`config.mk`:
```
export PLATFORM = sky130hd
export DESIGN_NAME = opf_unit
export DESIGN_NICKNAME = d
export VERILOG_FILES = /design/src/rtl/opf_pkg.sv /design/src/rtl/opf_ea_calc.sv /design/src/rtl/opf_seq.sv /design/src/rtl/opf_unit.sv
export SDC_FILE = /design/constraint.sdc
export NUM_CORES = 1
export LEC_CHECK = 0
export BUFFER_PORTS_ARGS = -buffer_cell sky130_fd_sc_hd__buf_2
export CAP_MARGIN = 20
export CORE_MARGIN = 4
export CORE_UTILIZATION = 46
export CTS_CLUSTER_DIAMETER = 40
export DETAILED_ROUTE_END_ITERATION = 6
export PLACE_DENSITY_LB_ADDON = 0.15
export SKIP_CTS_REPAIR_TIMING = 1
export SYNTH_ARGS = -nofsm -noshare
export SYNTH_HDL_FRONTEND = slang
export SYNTH_SLANG_ARGS = --single-unit
```
`constraint.sdc`:
```
create_clock -name clk -period 1.85 [get_ports clk]
set_input_delay 0.0925 -clock clk [delete_from_list [all_inputs] [get_ports clk]]
set_output_delay 0.0925 -clock clk [all_outputs]
set_load 0.01 [all_outputs]
```
`src/rtl/opf_pkg.sv`:
```
package opf_pkg;
  typedef enum logic [3:0] {
    M_LIT     = 4'd0,
    M_REGV    = 4'd1,
    M_ABS     = 4'd2,
    M_PTR     = 4'd3,
    M_RPTR    = 4'd4,
    M_IDX     = 4'd5,
    M_BASED   = 4'd6,
    M_REL     = 4'd7,
    M_STK     = 4'd8,
    M_POSTINC = 4'd9,
    M_PREDEC  = 4'd10
  } mode_e;

  typedef enum logic [1:0] {
    S_IDLE  = 2'd0,
    S_ISSUE = 2'd1,
    S_CAPT  = 2'd2,
    S_DONE  = 2'd3
  } state_e;
endpackage

```
`src/rtl/opf_ea_calc.sv`:
```
module opf_ea_calc #(
  parameter int AW   = 16,
  parameter int DW   = 16,
  parameter int RSW  = 3,
  parameter int STEP = 1
) (
  input  logic [3:0]     mode,
  input  logic [AW-1:0]  field,
  input  logic [RSW-1:0] sel,
  input  logic [AW-1:0]  pc,
  input  logic [DW-1:0]  reg_val,
  input  logic [DW-1:0]  ix_val,
  input  logic [DW-1:0]  sp_val,
  output logic [AW-1:0]  ea,
  output logic [1:0]     nreads,
  output logic [DW-1:0]  early_data,
  output logic           wb_en,
  output logic [DW-1:0]  wb_val
);
  import opf_pkg::*;

  localparam logic [AW-1:0] STEP_A = AW'(STEP);

  logic [AW-1:0] reg_a, ix_a, sp_a;
  assign reg_a = reg_val[AW-1:0];
  assign ix_a  = ix_val[AW-1:0];
  assign sp_a  = sp_val[AW-1:0];

  always_comb begin
    ea         = field;
    nreads     = 2'd0;
    early_data = DW'(field);
    wb_en      = 1'b0;
    wb_val     = reg_val;
    case (mode)
      M_REGV: begin
        ea         = AW'(sel);
        early_data = reg_val;
      end
      M_ABS:   nreads = 2'd1;
      M_PTR:   nreads = 2'd2;
      M_RPTR:  begin ea = reg_a;         nreads = 2'd1; end
      M_IDX:   begin ea = field + ix_a;  nreads = 2'd1; end
      M_BASED: begin ea = reg_a + field; nreads = 2'd1; end
      M_REL:   begin ea = pc + field;    nreads = 2'd1; end
      M_STK:   begin ea = sp_a;          nreads = 2'd1; end
      M_POSTINC: begin
        ea     = reg_a;
        nreads = 2'd1;
        wb_en  = 1'b1;
        wb_val = DW'(reg_a + STEP_A);
      end
      M_PREDEC: begin
        ea     = reg_a - STEP_A;
        nreads = 2'd1;
        wb_en  = 1'b1;
        wb_val = DW'(reg_a - STEP_A);
      end
      default: ;
    endcase
  end
endmodule

```
`src/rtl/opf_seq.sv`:
```
module opf_seq #(
  parameter int AW = 16,
  parameter int DW = 16
) (
  input  logic          clk,
  input  logic          rst_n,
  input  logic          accept,
  input  logic [AW-1:0] ea_in,
  input  logic [1:0]    nreads_in,
  input  logic [DW-1:0] data_in,
  output logic          busy,
  output logic          mem_re,
  output logic [AW-1:0] mem_addr,
  input  logic [DW-1:0] mem_rdata,
  output logic          res_valid,
  input  logic          res_ready,
  output logic [AW-1:0] res_ea,
  output logic [DW-1:0] res_data,
  output logic [1:0]    res_nreads
);
  import opf_pkg::*;

  state_e        state;
  logic [AW-1:0] ea_q;
  logic [DW-1:0] data_q;
  logic [1:0]    left_q, cnt_q;

  always_ff @(posedge clk or negedge rst_n) begin
    if (!rst_n) begin
      state  <= S_IDLE;
      ea_q   <= '0;
      data_q <= '0;
      left_q <= '0;
      cnt_q  <= '0;
    end else begin
      case (state)
        S_IDLE: if (accept) begin
          ea_q   <= ea_in;
          data_q <= data_in;
          left_q <= nreads_in;
          cnt_q  <= '0;
          state  <= (nreads_in == 2'd0) ? S_DONE : S_ISSUE;
        end
        S_ISSUE: begin
          cnt_q  <= cnt_q + 2'd1;
          left_q <= left_q - 2'd1;
          state  <= S_CAPT;
        end
        S_CAPT: begin
          if (left_q != 2'd0) begin
            ea_q  <= mem_rdata[AW-1:0];
            state <= S_ISSUE;
          end else begin
            data_q <= mem_rdata;
            state  <= S_DONE;
          end
        end
        S_DONE: if (res_ready) state <= S_IDLE;
        default: state <= S_IDLE;
      endcase
    end
  end

  assign busy       = (state != S_IDLE);
  assign mem_re     = (state == S_ISSUE);
  assign mem_addr   = ea_q;
  assign res_valid  = (state == S_DONE);
  assign res_ea     = ea_q;
  assign res_data   = data_q;
  assign res_nreads = cnt_q;

  // a read strobe is always followed by a capture cycle
  assert_strobe_single_R10: assert property (@(posedge clk) disable iff (!rst_n)
    mem_re |=> !mem_re);

  // result held under back-pressure
  assert_result_hold_R11: assert property (@(posedge clk) disable iff (!rst_n)
    (res_valid && !res_ready) |=> (res_valid && $stable(res_ea) &&
                                   $stable(res_data) && $stable(res_nreads)));

  // never more than two reads reported
  assert_nreads_bound_R9: assert property (@(posedge clk) disable iff (!rst_n)
    res_valid |-> (res_nreads <= 2'd2));

  // no read strobe while idle
  assert_idle_quiet_R13: assert property (@(posedge clk) disable iff (!rst_n)
    !busy |-> (!mem_re && !res_valid));
endmodule

```
`src/rtl/opf_unit.sv`:
```
module opf_unit #(
  parameter int AW   = 16,
  parameter int DW   = 16,
  parameter int NREG = 8,
  parameter int STEP = 1,
  localparam int RSW = $clog2(NREG)
) (
  input  logic           clk,
  input  logic           rst_n,
  input  logic           req_valid,
  output logic           req_ready,
  input  logic [3:0]     req_mode,
  input  logic [AW-1:0]  req_field,
  input  logic [RSW-1:0] req_sel,
  input  logic [AW-1:0]  req_pc,
  input  logic [DW-1:0]  ix_val,
  input  logic [DW-1:0]  sp_val,
  output logic [RSW-1:0] rf_sel,
  input  logic [DW-1:0]  rf_rdata,
  output logic           rf_we,
  output logic [DW-1:0]  rf_wdata,
  output logic           mem_re,
  output logic [AW-1:0]  mem_addr,
  input  logic [DW-1:0]  mem_rdata,
  output logic           res_valid,
  input  logic           res_ready,
  output logic [AW-1:0]  res_ea,
  output logic [DW-1:0]  res_data,
  output logic [1:0]     res_nreads
);
  logic          busy, accept, wb_en;
  logic [AW-1:0] ea_c;
  logic [1:0]    nreads_c;
  logic [DW-1:0] early_c;

  assign req_ready = !busy;
  assign accept    = req_valid && req_ready;
  assign rf_sel    = req_sel;
  assign rf_we     = accept && wb_en;

  opf_ea_calc #(.AW(AW), .DW(DW), .RSW(RSW), .STEP(STEP)) u_ea (
    .mode(req_mode), .field(req_field), .sel(req_sel), .pc(req_pc),
    .reg_val(rf_rdata), .ix_val(ix_val), .sp_val(sp_val),
    .ea(ea_c), .nreads(nreads_c), .early_data(early_c),
    .wb_en(wb_en), .wb_val(rf_wdata)
  );

  opf_seq #(.AW(AW), .DW(DW)) u_seq (
    .clk(clk), .rst_n(rst_n), .accept(accept),
    .ea_in(ea_c), .nreads_in(nreads_c), .data_in(early_c),
    .busy(busy), .mem_re(mem_re), .mem_addr(mem_addr), .mem_rdata(mem_rdata),
    .res_valid(res_valid), .res_ready(res_ready),
    .res_ea(res_ea), .res_data(res_data), .res_nreads(res_nreads)
  );

  // register write-back only on an accepted request
  assert_wb_on_accept_R8: assert property (@(posedge clk) disable iff (!rst_n)
    rf_we |-> (req_valid && req_ready));

  // no new request while a result is pending
  assert_busy_blocks_R11: assert property (@(posedge clk) disable iff (!rst_n)
    res_valid |-> !req_ready);

  // a read strobe only follows an accepted request, never in the accept cycle
  assert_no_early_read_R10: assert property (@(posedge clk) disable iff (!rst_n)
    (req_valid && req_ready) |-> !mem_re);
endmodule

```
==> reports/metrics.cfg, run 1 <==
[clock_network]
clockBufferDepth = 2
insertion_delay_ns = 0.30
clk_pin_slew_worst_paths_ns = 0.08
cts_root_buf = clkbuf_8
cts_tree = done
clock_sinks = 38
h-tree-depth = 2
cts_buffers = 5

[synthesis]
yosys-mux-area-fraction_pct = 4.72
syn_avg_cell_area_um2 = 6.98
syn_area_um2 = 4870
synth_area_leader_cell = dfrtp_1
synth-xor-area-share_pct = 5.21
synth_compound_area_share_pct = 31.5
synth_seq_cells = 38
yosysTopAreaCellShare_pct = 19.5
synthesis.instances = 698
synth_simple_gate_area_share_pct = 24.3
async_flop_share_pct = 100
yosys.area_share.adder_pct = 5.80
yosys-top-cells-area = dfrtp_1, o21ai_0, nand2_1
synthFlopType = dfrtp_1
syn_nets = 827
yosysWarnings = 0
synth_top_family_by_area = compound AO/OA/AOI/OAI gates
yosysSeqAreaShare_pct = 19.5
synth_cell_types = 61
synth_edf_count = 0

[timing]
relSlewSlack_pct = 42.9
min_period_ns = 2.17
setup_viol = 17
skew_ns = 0.0122
holdWs_ns = 0.0922
worst_pin_slew_ns = 0.856
hold_viol = 0
rsz0062_at_grt = true
post-route-period-util_pct = 117
setup_ws_ns = -0.317
slew_violations = 0
fmax_mhz = 461

[global_route]
grt_use_total_pct = 34.0
grt_pass1_wl_mm = 33.5
overflow = 0
grt_max_degree = 39
antenna_found_initial = 0
grt_pass1_vias = 6233

[hold_path]
hp-class = in -> reg

[pwr]
power.density_nw_per_um2 = 963
pwr-share-seq_pct = 21.1
switching_power_uw = 3300
ir_worst_vdd_uv = 906
p_leak_uw = 0.00360
swShare_pct = 45.3
clockPowerShare_pct = 12.2
internal_power_uw = 3980
p_comb_share_pct = 66.7

[route]
drtIter0Drc = 661
drc = 0
drtAntennaViolNets = 0
wire_per_inst_um = 21.1
vias = 6737
wl_mm = 23.3
viasPerCell = 6.10
firstDrtPassIters = 5

[setup_path]
cpPeakStageDelay_ns = 0.28
slowest_stage = a211oi_4
path_max_fanout = 7
rr_worst_depth = 9
r2r_start = u_seq.left_q[0]$_DFFE_PN0P_
r2r-end = u_seq.mem_addr[14]$_DFFE_PN0P_
worstPathArrival_ns = 2.38
cp_data_required_time_ns = 2.06
cp-end-kind = flip-flop
cpMostUsedCell = buf_6
startpoint = req_mode[3]
crit_path_end = u_seq.mem_addr[11]$_DFFE_PN0P_
worstPathCellList = buf_6 > nand3b_1 > buf_6 > clkbuf_16 > o21ai_4 > ha_4 > a211oi_4 > o211ai_1 > a21oi_2 > xnor2_1 > nand2_1 > a32oi_1
reg2reg_slack_ns = -0.16
crit_path_start_kind = input port
path_class = in -> reg

[run_status]
violations = negative setup slack
status = finished, violations left

[die]
initial_utilization_pct = 47.2
die_x_um = 111
dieArea_um2 = 12300
core_um2 = 10300
ioPinCount = 180
rows = 37
die_h_um = 111

[place]
hpwlAfterDp_mm = 18.2
io_buffers = 179
dp.cells = 1083
gp_congestion = 0.996

[layout]
drive_gt1_share_pct = 44.6
finalNonFillerCells = 1105
n_antenna_cell = 0
post-route-util_pct = 73.2
finalNetCount = 1097
syn_to_final_growth_pct = 55.0

[flow_run]
maxCapViolations = 0

## state kept, by name, summed over array words and instances, names as in the netlist
name	count
u_seq.left_q	2
u_seq.mem_addr	16
u_seq.res_data	16
u_seq.res_nreads	2
u_seq.state	2
## routing by layer
metal	track usage, %	vias to the layer above	wire [um]	share of wire (%)
met5	0	-	0	0
met4	12.6	0	956	4.1
met3	4.69	69	2190	9.4
met2	55.3	437	10800	46
met1	45.7	3173	9360	40
li1	-	3058	-	-
## worst max-delay path, delay by kind of cell
family | cells | cell delay, ns
buffers and inverters | 3 | 0.43
adder cells (fa/ha/maj) | 1 | 0.24
AND/OR/NAND/NOR | 2 | 0.34
XOR/XNOR | 1 | 0.21
AO/OA/AOI/OAI | 5 | 1.06
## cell type report
class | instances | area [um2]
fill | 843 | 2770
tap | 136 | 170
sequential | 38 | 952
multi-input combinational | 569 | 3990
timing repair buffer | 335 | 2230
clock buffer | 6 | 82.6
clock inverter | 2 | 60.1
inverter | 19 | 71.3
## cell usage after synthesis (all sizes together), types with 10 or more instances
cell	n
mux2i	23
dfrtp	38
xnor2	19
inv	19
nand3	25
a21oi	62
clkbuf	36
nor2	46
o21ai	91
xor2	10
ha	21
nand2	109
o31ai	10
buf	36
o211ai	11
nor3	18
## kinds of logic (layout without fill, tap and decap cells)
| family | after synthesis | in the layout |
|---|---|---|
| adder cells (fa/ha/maj) | 22 | 22 |
| multiplexers | 23 | 23 |
| XOR/XNOR | 29 | 29 |
| AND/OR/NAND/NOR | 248 | 248 |
| flip-flops | 38 | 38 |
| AO/OA/AOI/OAI | 247 | 247 |
| buffers and inverters | 91 | 362 |
## power groups by stage
stage	clock network, uW	logic [uW]	registers [uW]
final	887	4850	1540
after global routing	940	5210	1600
after CTS	899	4360	1530
after detailed placement	0	4340	1550
after global placement	0	4260	1530
after floorplan	0	2460	1690
## how the worst min path moves through the flow
stage          cells past startpoint    startpoint                       endpoint  slack (ns)
4_1_cts                            1         rst_n    u_seq.left_q[1]$_DFFE_PN0P_       -0.09
3_3_place_gp                       1         rst_n    u_seq.left_q[1]$_DFFE_PN0P_        0.24
2_1_floorplan                      0         rst_n    u_seq.left_q[0]$_DFFE_PN0P_       -0.20
3_5_place_dp                       1         rst_n    u_seq.left_q[1]$_DFFE_PN0P_        0.24
5_1_grt                            3  mem_rdata[7]  u_seq.mem_addr[7]$_DFFE_PN0P_        0.11
6_report                           3  mem_rdata[7]  u_seq.mem_addr[7]$_DFFE_PN0P_        0.09
## per-stage QoR
step | setup WS (ns) | TNS, ns | power [uW] | instance area, um2
6_report | -0.317 | -3.20 | 7280 | 7560
3_5_place_dp | -0.578 | -9.89 | 5890 | 6780
4_1_cts | -0.278 | -4.46 | 6790 | 6920
3_3_place_gp | -0.523 | -8.55 | 5790 | 6780
5_1_grt | -0.390 | -5.01 | 7760 | 7560
2_1_floorplan | -0.387 | -3.86 | 4140 | 5020
## layout by cell type, fill, tap and decap left out, drive strengths merged, types with 8 or more instances in the layout
cell type,count
a21o,9
a21oi,62
a22oi,9
buf,331
clkbuf,9
dfrtp,38
ha,21
inv,19
mux2i,23
nand2,109
nand2b,8
nand3,25
nor2,46
nor3,18
o211ai,11
o21ai,91
o22ai,8
o31ai,10
xnor2,19
xor2,10
(Power assumes the default switching activity.)
==> inputs of run 2 (changes only) <==
Settings changed: SYNTH_HIERARCHICAL set to 1.
==> run 2 against run 1 <==
Against the previous run: the run still ends with negative setup slack left; design area grew 2.4%; hold slack gained 0.076 ns; sequential share of layout area shrank 0.30 points; largest power group unchanged; critical path depth grew 6; clock skew shrank 0.0020 ns; utilization grew 4.9 points; register-to-register slack gained 0.17 ns; setup slack lost 0.71 ns; area after synthesis shrank 2.3%.
==> reports/metrics.cfg, run 2 <==
[run_status]
status = finished, violations left
violations = negative setup slack

[place]
dpl-instance-area_um2 = 6740
hpwlAfterDp_mm = 14.4
io_buffers = 179
gp_congestion = 0.943

[die]
ioPinCount = 180
die_x_um = 110
die_h_um = 110
initial_utilization_pct = 48.1
core_um2 = 9910
dieArea_um2 = 12000
rows = 36

[clock_network]
clk_pin_slew_worst_paths_ns = 0.08
h-tree-depth = 2
clockBufferDepth = 2
cts_tree = done
insertion_delay_ns = 0.29
clock_sinks = 38
cts_buffers = 5
cts_root_buf = clkbuf_8

[timing]
rsz0062_at_grt = true
setup_viol = 30
fmax_mhz = 347
min_period_ns = 2.88
setup_ws_ns = -1.03
skew_ns = 0.0102
hold_viol = 0
relSlewSlack_pct = 51.3
worst_pin_slew_ns = 0.727
slew_violations = 0
post-route-period-util_pct = 156

[layout]
drive_gt1_share_pct = 62.3
stdcell_area_um2 = 7740
layout_commonest_cell = buf_2
mostFrequentLayoutCells = buf_2, buf_4, mux2_4
n_antenna_cell = 0
finalNetCount = 967
nFillCells = 691
syn_to_final_growth_pct = 62.5

[global_route]
grt_max_degree = 33
overflow = 0
grt_pass1_vias = 5193
antenna_found_initial = 0
grt_use_total_pct = 28.7
grt_pass1_wl_mm = 26.8

[pwr]
p_comb_share_pct = 66.4
internal_power_uw = 4510
swShare_pct = 38.4
p_total_uw = 7310
pwr-share-seq_pct = 21.5
clockPowerShare_pct = 12.1
p_leak_uw = 0.00384
switching_power_uw = 2810
power.density_nw_per_um2 = 945
ir_worst_vdd_uv = 992

[setup_path]
cp-end-kind = flip-flop
worstPathCellList = buf_6 > nor2b_4 > buf_12 > nand2_8 > nand2_4 > o21ai_4 > ha_4 > inv_2 > fa_2 > nand3b_1 > nand2_2 > a31oi_4 > o31ai_4 > buf_4 > xnor2_2 > o211ai_1 > mux2_4 > mux2_4
path_class = in -> reg
worstPathArrival_ns = 3.06
path_max_fanout = 6
crit_path_start_kind = input port
cpPeakStageDelay_ns = 0.36
cp_data_required_time_ns = 2.03
slowest_stage = fa_2
crit_buf_inv = 4
crit_family = compound AO/OA/AOI/OAI gates
cpMostUsedCell = mux2_4

[synthesis]
yosys-top-cells-area = dfrtp_1, mux2_4, mux2_2
yosysTopAreaCellShare_pct = 20.0
synth_area_leader_cell = dfrtp_1
synthTopCellsByCount = o21ai_0, nand2_1, mux2_4, dfrtp_1, mux2_2
syn_nets = 673
synthFlopType = dfrtp_1
synth_edf_count = 0
yosysMostFrequentCell = o21ai_0
synthesis.instances = 543
yosysSeqAreaShare_pct = 20.0
syn_area_um2 = 4760
synth_seq_cells = 38
syn_avg_cell_area_um2 = 8.77
async_flop_share_pct = 100
yosysWarnings = 6
synth_cell_types = 58

[hold_path]
hp-class = in -> reg

[route]
vias = 5455
viasPerCell = 5.62
wire_per_inst_um = 19.4
drtIter0Drc = 457
drtAntennaViolNets = 0
wl_mm = 18.8
drc = 0
firstDrtPassIters = 5

[flow_run]
maxCapViolations = 0

==> run 2: cell count changes in the layout (fill, tap and decap cells not counted), sizes merged, moves of 5 or more <==
cell    delta
mux2      +78
nand2     -63
o21ai     -45
a21oi     -33
nand3     -16
nor2      -16
buf       +14
o31ai      -8
a222oi     +7
nand4      -6
a21o       -5
nor4       -5
==> run 2: logic make-up after synthesis <==
kind of cell	synth area share [%]
AOI/OAI and AO/OA	18.8
and+or+nand+nor	13.9
muxes	26.0
buffers and inverters	9.27
DFF	20.0
xor gates and xnor gates	5.89
adders and majority gates	6.20
==> run 2: worst min-delay path: stages <==
cell and delay, ns:
buf_2 0.09, mux2_4 0.13, mux2_4 0.12
==> run 2: cell type report <==
cell class	instances	area (um2)	share of cell area [%]
inverters	16	60.1	0.776
clock inverters	2	60.1	0.776
clock buffers	6	82.6	1.07
well taps	133	166	2.15
multi-input cells	428	4010	51.8
flip-flops and latches	38	952	12.3
repair buffers	348	2410	31.1
==> run 2: power groups by stage <==
stage | Sequential, uW | Clock, uW | Combinational (uW)
after floorplan | 1750 | 0 | 3070
after global placement | 1560 | 0 | 4420
after detailed placement | 1580 | 0 | 4490
after CTS | 1570 | 889 | 4510
after global routing | 1630 | 929 | 5170
final | 1570 | 882 | 4860
==> run 2: stage by stage <==
step                hold WS [ns]  worst slack, ns  TNS [ns]  instances  util, %
finish                     0.169            -1.03    -12.21        971     78.1
detailed placement        0.0735            -1.50    -33.36        934     68.1
floorplan                 -0.203            -1.07    -13.34        543        -
global placement          0.0694            -1.53    -32.69        934     68.1
global route               0.164            -1.09    -14.04        971     78.1
CTS                       -0.246            -1.20    -23.97        942     69.5
==> run 2: final timing paths <==
check	start	to	slack, ns	depth (start not counted)
worst max register to register	u_seq/state[1]$_DFFE_PN0P_	u_seq/mem_addr[8]$_DFFE_PN0P_	0.01	6
worst min register to register	u_seq/res_data[11]$_DFFE_PN0P_	u_seq/res_data[11]$_DFFE_PN0P_	0.51	1
max in group asynchronous	rst_n	u_seq/mem_addr[8]$_DFFE_PN0P_	0.96	3
min in group asynchronous	rst_n	u_seq/res_nreads[0]$_DFFE_PN0P_	0.27	2
worst max-delay path	req_mode[2]	u_seq/mem_addr[10]$_DFFE_PN0P_	-1.03	18
worst min-delay path	mem_rdata[10]	u_seq/res_data[10]$_DFFE_PN0P_	0.17	3
==> run 2: per-layer routing <==
layer	wire, um	track usage, %	part of all wire [%]
met1	7720	37.3	41
met2	9310	50.6	50
met3	1270	3.58	6.7
met4	508	6.32	2.7
met5	0	0	0
